## config.mk

```make
export PLATFORM = sky130hd
export DESIGN_NAME = fp_status_ctrl
export DESIGN_NICKNAME = d
export VERILOG_FILES = /design/src/rtl/fpst_pkg.sv /design/src/rtl/fpst_exc_eval.sv /design/src/rtl/fpst_sw_merge.sv /design/src/rtl/fpst_round_dec.sv /design/src/rtl/fpst_cond_eval.sv /design/src/rtl/fp_status_ctrl.sv
export SDC_FILE = /design/constraint.sdc
export NUM_CORES = 1
export LEC_CHECK = 0
export CAP_MARGIN = 20
export CORE_MARGIN = 2
export CORE_UTILIZATION = 31
export CTS_BUF_LIST = sky130_fd_sc_hd__clkbuf_4 sky130_fd_sc_hd__clkbuf_8
export DETAILED_ROUTE_END_ITERATION = 8
export PLACE_DENSITY = 0.86
export RECOVER_POWER = 50
export SYNTH_ARGS = -nofsm -noshare
export SYNTH_HDL_FRONTEND = slang
export SYNTH_SLANG_ARGS = --single-unit
```

## constraint.sdc

```tcl
create_clock -name clk -period 1.5 [get_ports clk]
set_clock_uncertainty 0.2 [all_clocks]
set_input_delay 0.15 -clock clk [delete_from_list [all_inputs] [get_ports clk]]
set_output_delay 0.15 -clock clk [all_outputs]
set_load 0.05 [all_outputs]
```

## src/rtl/fpst_pkg.sv

```systemverilog
package fpst_pkg;
    localparam int SR_W       = 32;
    localparam int N_EXC      = 5;
    localparam int RM_W       = 2;
    localparam int N_RM       = 1 << RM_W;
    localparam int CAUSE_LSB  = 2;
    localparam int UNIMPL_BIT = CAUSE_LSB + N_EXC;
    localparam int FLUSH_BIT  = UNIMPL_BIT + 1;
    localparam int EN_LSB     = 10;
    localparam int FLAG_LSB   = 26;
    localparam int SUM_BIT    = FLAG_LSB + N_EXC;
    localparam int VEC_W      = 5;

    typedef enum logic [1:0] {
        REL_EQ = 2'd0,
        REL_LT = 2'd1,
        REL_GT = 2'd2,
        REL_UN = 2'd3
    } rel_e;

    typedef struct packed {
        logic [SR_W-1:0] sr;
        logic            cz;
        logic            cs;
        logic            co;
        logic            req;
    } state_t;
endpackage

```

## src/rtl/fpst_exc_eval.sv

```systemverilog
module fpst_exc_eval
    import fpst_pkg::*;
(
    input  logic [SR_W-1:0]  sr_in,
    input  logic [N_EXC-1:0] exc,
    input  logic             denorm,
    output logic [SR_W-1:0]  sr_out,
    output logic             raise
);
    logic [N_EXC-1:0] en_bits;
    logic [N_EXC-1:0] flags_old;
    logic [N_EXC-1:0] flags_new;
    logic             unimpl;

    always_comb begin
        en_bits   = sr_in[EN_LSB +: N_EXC];
        flags_old = sr_in[FLAG_LSB +: N_EXC];
        unimpl    = denorm & ~sr_in[FLUSH_BIT];
        flags_new = flags_old | (exc & ~en_bits);

        sr_out                        = sr_in;
        sr_out[CAUSE_LSB +: N_EXC]    = exc;
        sr_out[UNIMPL_BIT]            = unimpl;
        sr_out[FLAG_LSB +: N_EXC]     = flags_new;
        sr_out[SUM_BIT]               = sr_in[SUM_BIT] | (|flags_new);

        raise = unimpl | (|(exc & en_bits));
    end
endmodule

```

## src/rtl/fpst_sw_merge.sv

```systemverilog
module fpst_sw_merge
    import fpst_pkg::*;
(
    input  logic [SR_W-1:0] sr_in,
    input  logic [SR_W-1:0] wdata,
    output logic [SR_W-1:0] sr_out
);
    localparam int CAUSE_ALL = N_EXC + 1;

    always_comb begin
        sr_out                           = wdata;
        sr_out[CAUSE_LSB +: CAUSE_ALL]   = sr_in[CAUSE_LSB +: CAUSE_ALL]
                                         & wdata[CAUSE_LSB +: CAUSE_ALL];
        sr_out[SUM_BIT]                  = |wdata[FLAG_LSB +: N_EXC];
    end
endmodule

```

## src/rtl/fpst_round_dec.sv

```systemverilog
module fpst_round_dec
    import fpst_pkg::*;
(
    input  logic [RM_W-1:0] rm,
    output logic [N_RM-1:0] sel
);
    for (genvar m = 0; m < N_RM; m++) begin : g_sel
        assign sel[m] = (rm == RM_W'(m));
    end
endmodule

```

## src/rtl/fpst_cond_eval.sv

```systemverilog
module fpst_cond_eval
    import fpst_pkg::*;
(
    input  logic            is_cmp,
    input  logic [1:0]      rel,
    input  logic [SR_W-1:0] result,
    input  logic            co_old,
    output logic            cz,
    output logic            cs,
    output logic            co
);
    always_comb begin
        if (is_cmp) begin
            cz = (rel_e'(rel) == REL_EQ);
            cs = (rel_e'(rel) == REL_LT);
            co = (rel_e'(rel) == REL_UN);
        end else begin
            cz = (result[SR_W-2:0] == '0);
            cs = result[SR_W-1];
            co = co_old;
        end
    end
endmodule

```

## src/rtl/fp_status_ctrl.sv

```systemverilog
module fp_status_ctrl
    import fpst_pkg::*;
#(
    parameter int EXC_VEC_NUM = 21
) (
    input  logic              clk,
    input  logic              rst_n,
    input  logic              op_valid,
    input  logic              op_kind,
    input  logic [N_EXC-1:0]  op_exc,
    input  logic              op_denorm,
    input  logic [SR_W-1:0]   op_result,
    input  logic [1:0]        op_rel,
    input  logic              wr_en,
    input  logic [SR_W-1:0]   wr_data,
    output logic [SR_W-1:0]   status,
    output logic [N_RM-1:0]   rnd_sel,
    output logic              cc_zero,
    output logic              cc_sign,
    output logic              cc_ovf,
    output logic              exc_req,
    output logic [VEC_W-1:0]  exc_vector
);
    state_t st_q, st_d;

    logic [SR_W-1:0] sr_eval;
    logic [SR_W-1:0] sr_op;
    logic [SR_W-1:0] sr_wr;
    logic            raise_w;
    logic            cz_w, cs_w, co_w;

    fpst_exc_eval u_eval (
        .sr_in  (st_q.sr),
        .exc    (op_exc),
        .denorm (op_denorm),
        .sr_out (sr_eval),
        .raise  (raise_w)
    );

    assign sr_op = op_valid ? sr_eval : st_q.sr;

    fpst_sw_merge u_merge (
        .sr_in  (sr_op),
        .wdata  (wr_data),
        .sr_out (sr_wr)
    );

    fpst_cond_eval u_cond (
        .is_cmp (op_kind),
        .rel    (op_rel),
        .result (op_result),
        .co_old (st_q.co),
        .cz     (cz_w),
        .cs     (cs_w),
        .co     (co_w)
    );

    fpst_round_dec u_rnd (
        .rm  (st_q.sr[RM_W-1:0]),
        .sel (rnd_sel)
    );

    always_comb begin
        st_d     = st_q;
        st_d.req = 1'b0;
        st_d.sr  = wr_en ? sr_wr : sr_op;
        if (op_valid) begin
            st_d.req = raise_w;
            st_d.cz  = cz_w;
            st_d.cs  = cs_w;
            st_d.co  = co_w;
        end
    end

    always_ff @(posedge clk) begin
        if (!rst_n) st_q <= '0;
        else        st_q <= st_d;
    end

    assign status     = st_q.sr;
    assign cc_zero    = st_q.cz;
    assign cc_sign    = st_q.cs;
    assign cc_ovf     = st_q.co;
    assign exc_req    = st_q.req;
    assign exc_vector = VEC_W'(EXC_VEC_NUM);

    assert_summary_R5: assert property (@(posedge clk) disable iff (!rst_n)
        status[SUM_BIT] == (|status[FLAG_LSB +: N_EXC]));

    assert_req_source_R6: assert property (@(posedge clk) disable iff (!rst_n)
        (op_valid && raise_w) |=> exc_req);

    assert_req_only_after_op_R6: assert property (@(posedge clk) disable iff (!rst_n)
        !op_valid |=> !exc_req);

    assert_cause_no_set_R7: assert property (@(posedge clk) disable iff (!rst_n)
        (wr_en && !op_valid) |=>
        ((status[UNIMPL_BIT:CAUSE_LSB] & ~$past(status[UNIMPL_BIT:CAUSE_LSB])) == '0));

    assert_flags_sticky_R3: assert property (@(posedge clk) disable iff (!rst_n)
        !wr_en |=>
        (($past(status[FLAG_LSB +: N_EXC]) & ~status[FLAG_LSB +: N_EXC]) == '0));

    assert_cmp_onehot_R9: assert property (@(posedge clk) disable iff (!rst_n)
        (op_valid && op_kind) |=> $onehot0({cc_zero, cc_sign, cc_ovf}));
endmodule

```

==> results.toml <==
[synthesis]
synth_ff_type = "sky130_fd_sc_hd__dfxtp_1"
synthTopCellsByArea = "sky130_fd_sc_hd__dfxtp_1 (45%), sky130_fd_sc_hd__mux2i_1 (13%), sky130_fd_sc_hd__nor2b_1 (8.6%)"
synthDominantAreaCellType = "sky130_fd_sc_hd__dfxtp_1"
synth_sequential_area_ratio_pct = 45.1
synth.yosys.warnings = 0
yosys.cell_types.count = 32
asyncSetResetFlopFracSynth_pct = 0
mappedNetlistArea_mm2 = 0.00160
avgSynthCellArea_um2 = 9.35
postSynthRegisterBits = 36
netlist_instances = 171
edff_count_synth = 0
post-synth-top-area-fraction_pct = 45.1

[pwr]
vdd_drop_max_v = 0.000527
total_leakage_power_nw = 1.37
power_per_cell_area_mw_per_mm2 = 842
total_power_mw = 2.67

[sta]
final.hold.worst_slack_ps = 254
slew_violations = 0
count_of_endpoints_failing_setup_in_the_final_report = 1
final_min_period_over_clock_period_pct = 113
grt_setup_unrepaired = "true"
max_freq_mhz = 592
final_period_minus_worst_setup_slack_ps = 1690
timing.final.ws_setup_ps = -190
finalHoldViolations = 0

[place]
dpl.hpwl_mm = 4.39
post_dp_cell_area_mm2 = 0.00343
gpl.final_weighted_congestion = 0.794
place_inst = 369
placement.io_buffers = 115

[routing]
drt-initial-drc-count = 28
route.vias.total = 1763
routed_via_density = 4.68
drt.antenna.violating_nets = 0
wirelength_mm = 5.49
drcViolationCount = 0
drt_pass1_iterations = 4
routed_wire_length_per_instance_um = 14.6

[worst_setup_path]
startpoint_types = "flip-flop"
setup.worst_path.class = "flip-flop to flip-flop"
r2r_cells = 4
crit_path_end_kind = "flip-flop"
regToRegEndpoint = "status[31]"
path_max_fanout = 2
r2r_slack_ps = -190
cp.required_ps = 1480
worst_r2r_startpoint = "status[26]"
crit_arrival_ps = 1670

[clock_network]
h-tree-depth = 2
cts_num_sinks = 36
cts.clk_slew.worst_paths_ps = 70
ctsHoldBuffers = 0
cts-resized-gates = 0
clock_latency_ps = 290
numCtsBuffers = 5
tritoncts = "built"
cts_root_buf = "sky130_fd_sc_hd__clkbuf_8"
cts.path.max_buffers = 2
postCtsSetupBuffers = 0

[global_routing]
grt_start_max_net_pins = 36
antenna_found_initial = 0
first_pass_grt_wire_length_mm = 8.51
globalRoute.totalOverflow = 0
first_global_vias = 1836
overall_global_routing_usage_pct = 19.8

[outcome]
failed_checks = "setup timing"
status = "finished, violations left"

[worst_hold_path]
min_delay_path_depth = 2
min_to = "cc_ovf"
startpoint_of_the_tightest_hold_check_path = "cc_ovf"
hold_path_class = "flip-flop to flip-flop"

[floorplanning]
floorplan.die.width_um = 75.8
die_area_mm2 = 0.00575
core_area_mm2 = 0.00504
initial_core_utilization_pct = 31.7
std_cell_rows = 26
die_y_um = 75.8
num_io_pins = 122

[final_layout]
layout-drive-gt1-share_pct = 27.0
layout-area-overhead-vs-synth_pct = 98.6
antenna_cell_count = 0
finish.instance_area_mm2 = 0.00318
stdcell_count = 377
final_net_count = 383
layout.core_utilization_pct = 63.0

[flow_run]
cap_viol_max_count = 0
## cells in the mapped netlist, types with 3 or more instances
library cell and count:
sky130_fd_sc_hd__dfxtp_1 36, sky130_fd_sc_hd__nor2b_1 22, sky130_fd_sc_hd__mux2i_1 20, sky130_fd_sc_hd__nor2_1 10
sky130_fd_sc_hd__nor4_1 9, sky130_fd_sc_hd__clkbuf_1 6, sky130_fd_sc_hd__nand2b_1 6, sky130_fd_sc_hd__o21ai_0 6
sky130_fd_sc_hd__o22ai_1 6, sky130_fd_sc_hd__buf_4 5, sky130_fd_sc_hd__a21oi_1 4, sky130_fd_sc_hd__nand2_1 4
sky130_fd_sc_hd__o21ai_1 4, sky130_fd_sc_hd__buf_2 3, sky130_fd_sc_hd__inv_1 3, sky130_fd_sc_hd__nand4_1 3
sky130_fd_sc_hd__o211a_1 3
## worst max path at each step
| stage | startpoint | endpoint | cells after the start |
|---|---|---|---|
| 2_1_floorplan | status[26] | status[31] | 4 |
| 3_3_place_gp | status[26] | status[31] | 4 |
| 3_5_place_dp | status[26] | status[31] | 4 |
| 4_1_cts | status[26] | status[31] | 4 |
| 5_1_grt | status[26] | status[31] | 4 |
| 6_report | status[26] | status[31] | 4 |
## through the flow
step / TNS (ps) / worst slack (ps)
2_1_floorplan: -226 / -226
4_1_cts: -196 / -196
5_1_grt: -251 / -251
3_3_place_gp: -385 / -168
3_5_place_dp: -1080 / -182
6_report: -190 / -190
## layout by cell type, fill, tap and decap left out, types with 2 or more instances in the layout
| cell type | netlist | final |
|---|---|---|
| sky130_fd_sc_hd__clkdlybuf4s50_1 | 0 | 73 |
| sky130_fd_sc_hd__dfxtp_1 | 36 | 30 |
| sky130_fd_sc_hd__clkbuf_2 | 0 | 24 |
| sky130_fd_sc_hd__buf_12 | 0 | 21 |
| sky130_fd_sc_hd__nor2b_1 | 22 | 20 |
| sky130_fd_sc_hd__mux2i_1 | 20 | 20 |
| sky130_fd_sc_hd__buf_4 | 5 | 18 |
| sky130_fd_sc_hd__nor2_1 | 10 | 9 |
| sky130_fd_sc_hd__nor4_1 | 9 | 9 |
| sky130_fd_sc_hd__o22ai_1 | 6 | 6 |
| sky130_fd_sc_hd__o21ai_0 | 6 | 6 |
| sky130_fd_sc_hd__nand2b_1 | 6 | 6 |
| sky130_fd_sc_hd__clkbuf_8 | 0 | 6 |
| sky130_fd_sc_hd__conb_1 | 2 | 5 |
| sky130_fd_sc_hd__inv_1 | 3 | 4 |
| sky130_fd_sc_hd__o21ai_1 | 4 | 4 |
| sky130_fd_sc_hd__a21oi_1 | 4 | 4 |
| sky130_fd_sc_hd__nand2_1 | 4 | 4 |
| sky130_fd_sc_hd__dfxtp_2 | 0 | 4 |
| sky130_fd_sc_hd__nand4_1 | 3 | 3 |
| sky130_fd_sc_hd__o211a_1 | 3 | 3 |
| sky130_fd_sc_hd__nor2b_4 | 0 | 2 |
| sky130_fd_sc_hd__o311a_1 | 2 | 2 |
| sky130_fd_sc_hd__a2bb2oi_1 | 2 | 2 |
| sky130_fd_sc_hd__a41oi_1 | 2 | 2 |
| sky130_fd_sc_hd__a22oi_1 | 2 | 2 |
| sky130_fd_sc_hd__clkinv_2 | 0 | 2 |
| sky130_fd_sc_hd__dlygate4sd3_1 | 0 | 2 |
| sky130_fd_sc_hd__dfxtp_4 | 0 | 2 |
## power by group
group / total [mW] / internal, mW / leakage [nW] / switching, mW
combinational: 0.905 / 0.447 / 1.02 / 0.458
clock: 0.711 / 0.366 / 0.0510 / 0.344
sequential: 1.06 / 1.02 / 0.300 / 0.0416
## cell type report
cell class,count,area [um2]
fillers,400,1870
repair buffers,139,1430
multi-input cells,119,813
flip-flops and latches,36,733
well taps,70,87.6
clock buffers,6,82.6
inverters,5,18.8
clock inverters,2,10.0
## cell families after synthesis
family,synth area share (%)
simple gates,21.8
compound gates,14.3
mux,12.5
other cells,0.470
buf+inv,5.87
flops,45.1
## worst max-delay path: stages, from the launching register on
cell and delay (ps):
sky130_fd_sc_hd__dfxtp_4 350, sky130_fd_sc_hd__or4_4 520, sky130_fd_sc_hd__nor3_2 110, sky130_fd_sc_hd__a41oi_1 110
sky130_fd_sc_hd__o311a_1 290
## registers in the layout, summed over array words and instances (netlist names)
register / cells
cc_ovf: 1
cc_sign: 1
cc_zero: 1
exc_req: 1
status: 32
## metal layers
metal	GRT usage, %	routed length (um)
met4	7.02	102
met2	34.9	2900
met3	7.41	415
met5	0	0
met1	21.8	2080
(Power assumes the default switching activity.)
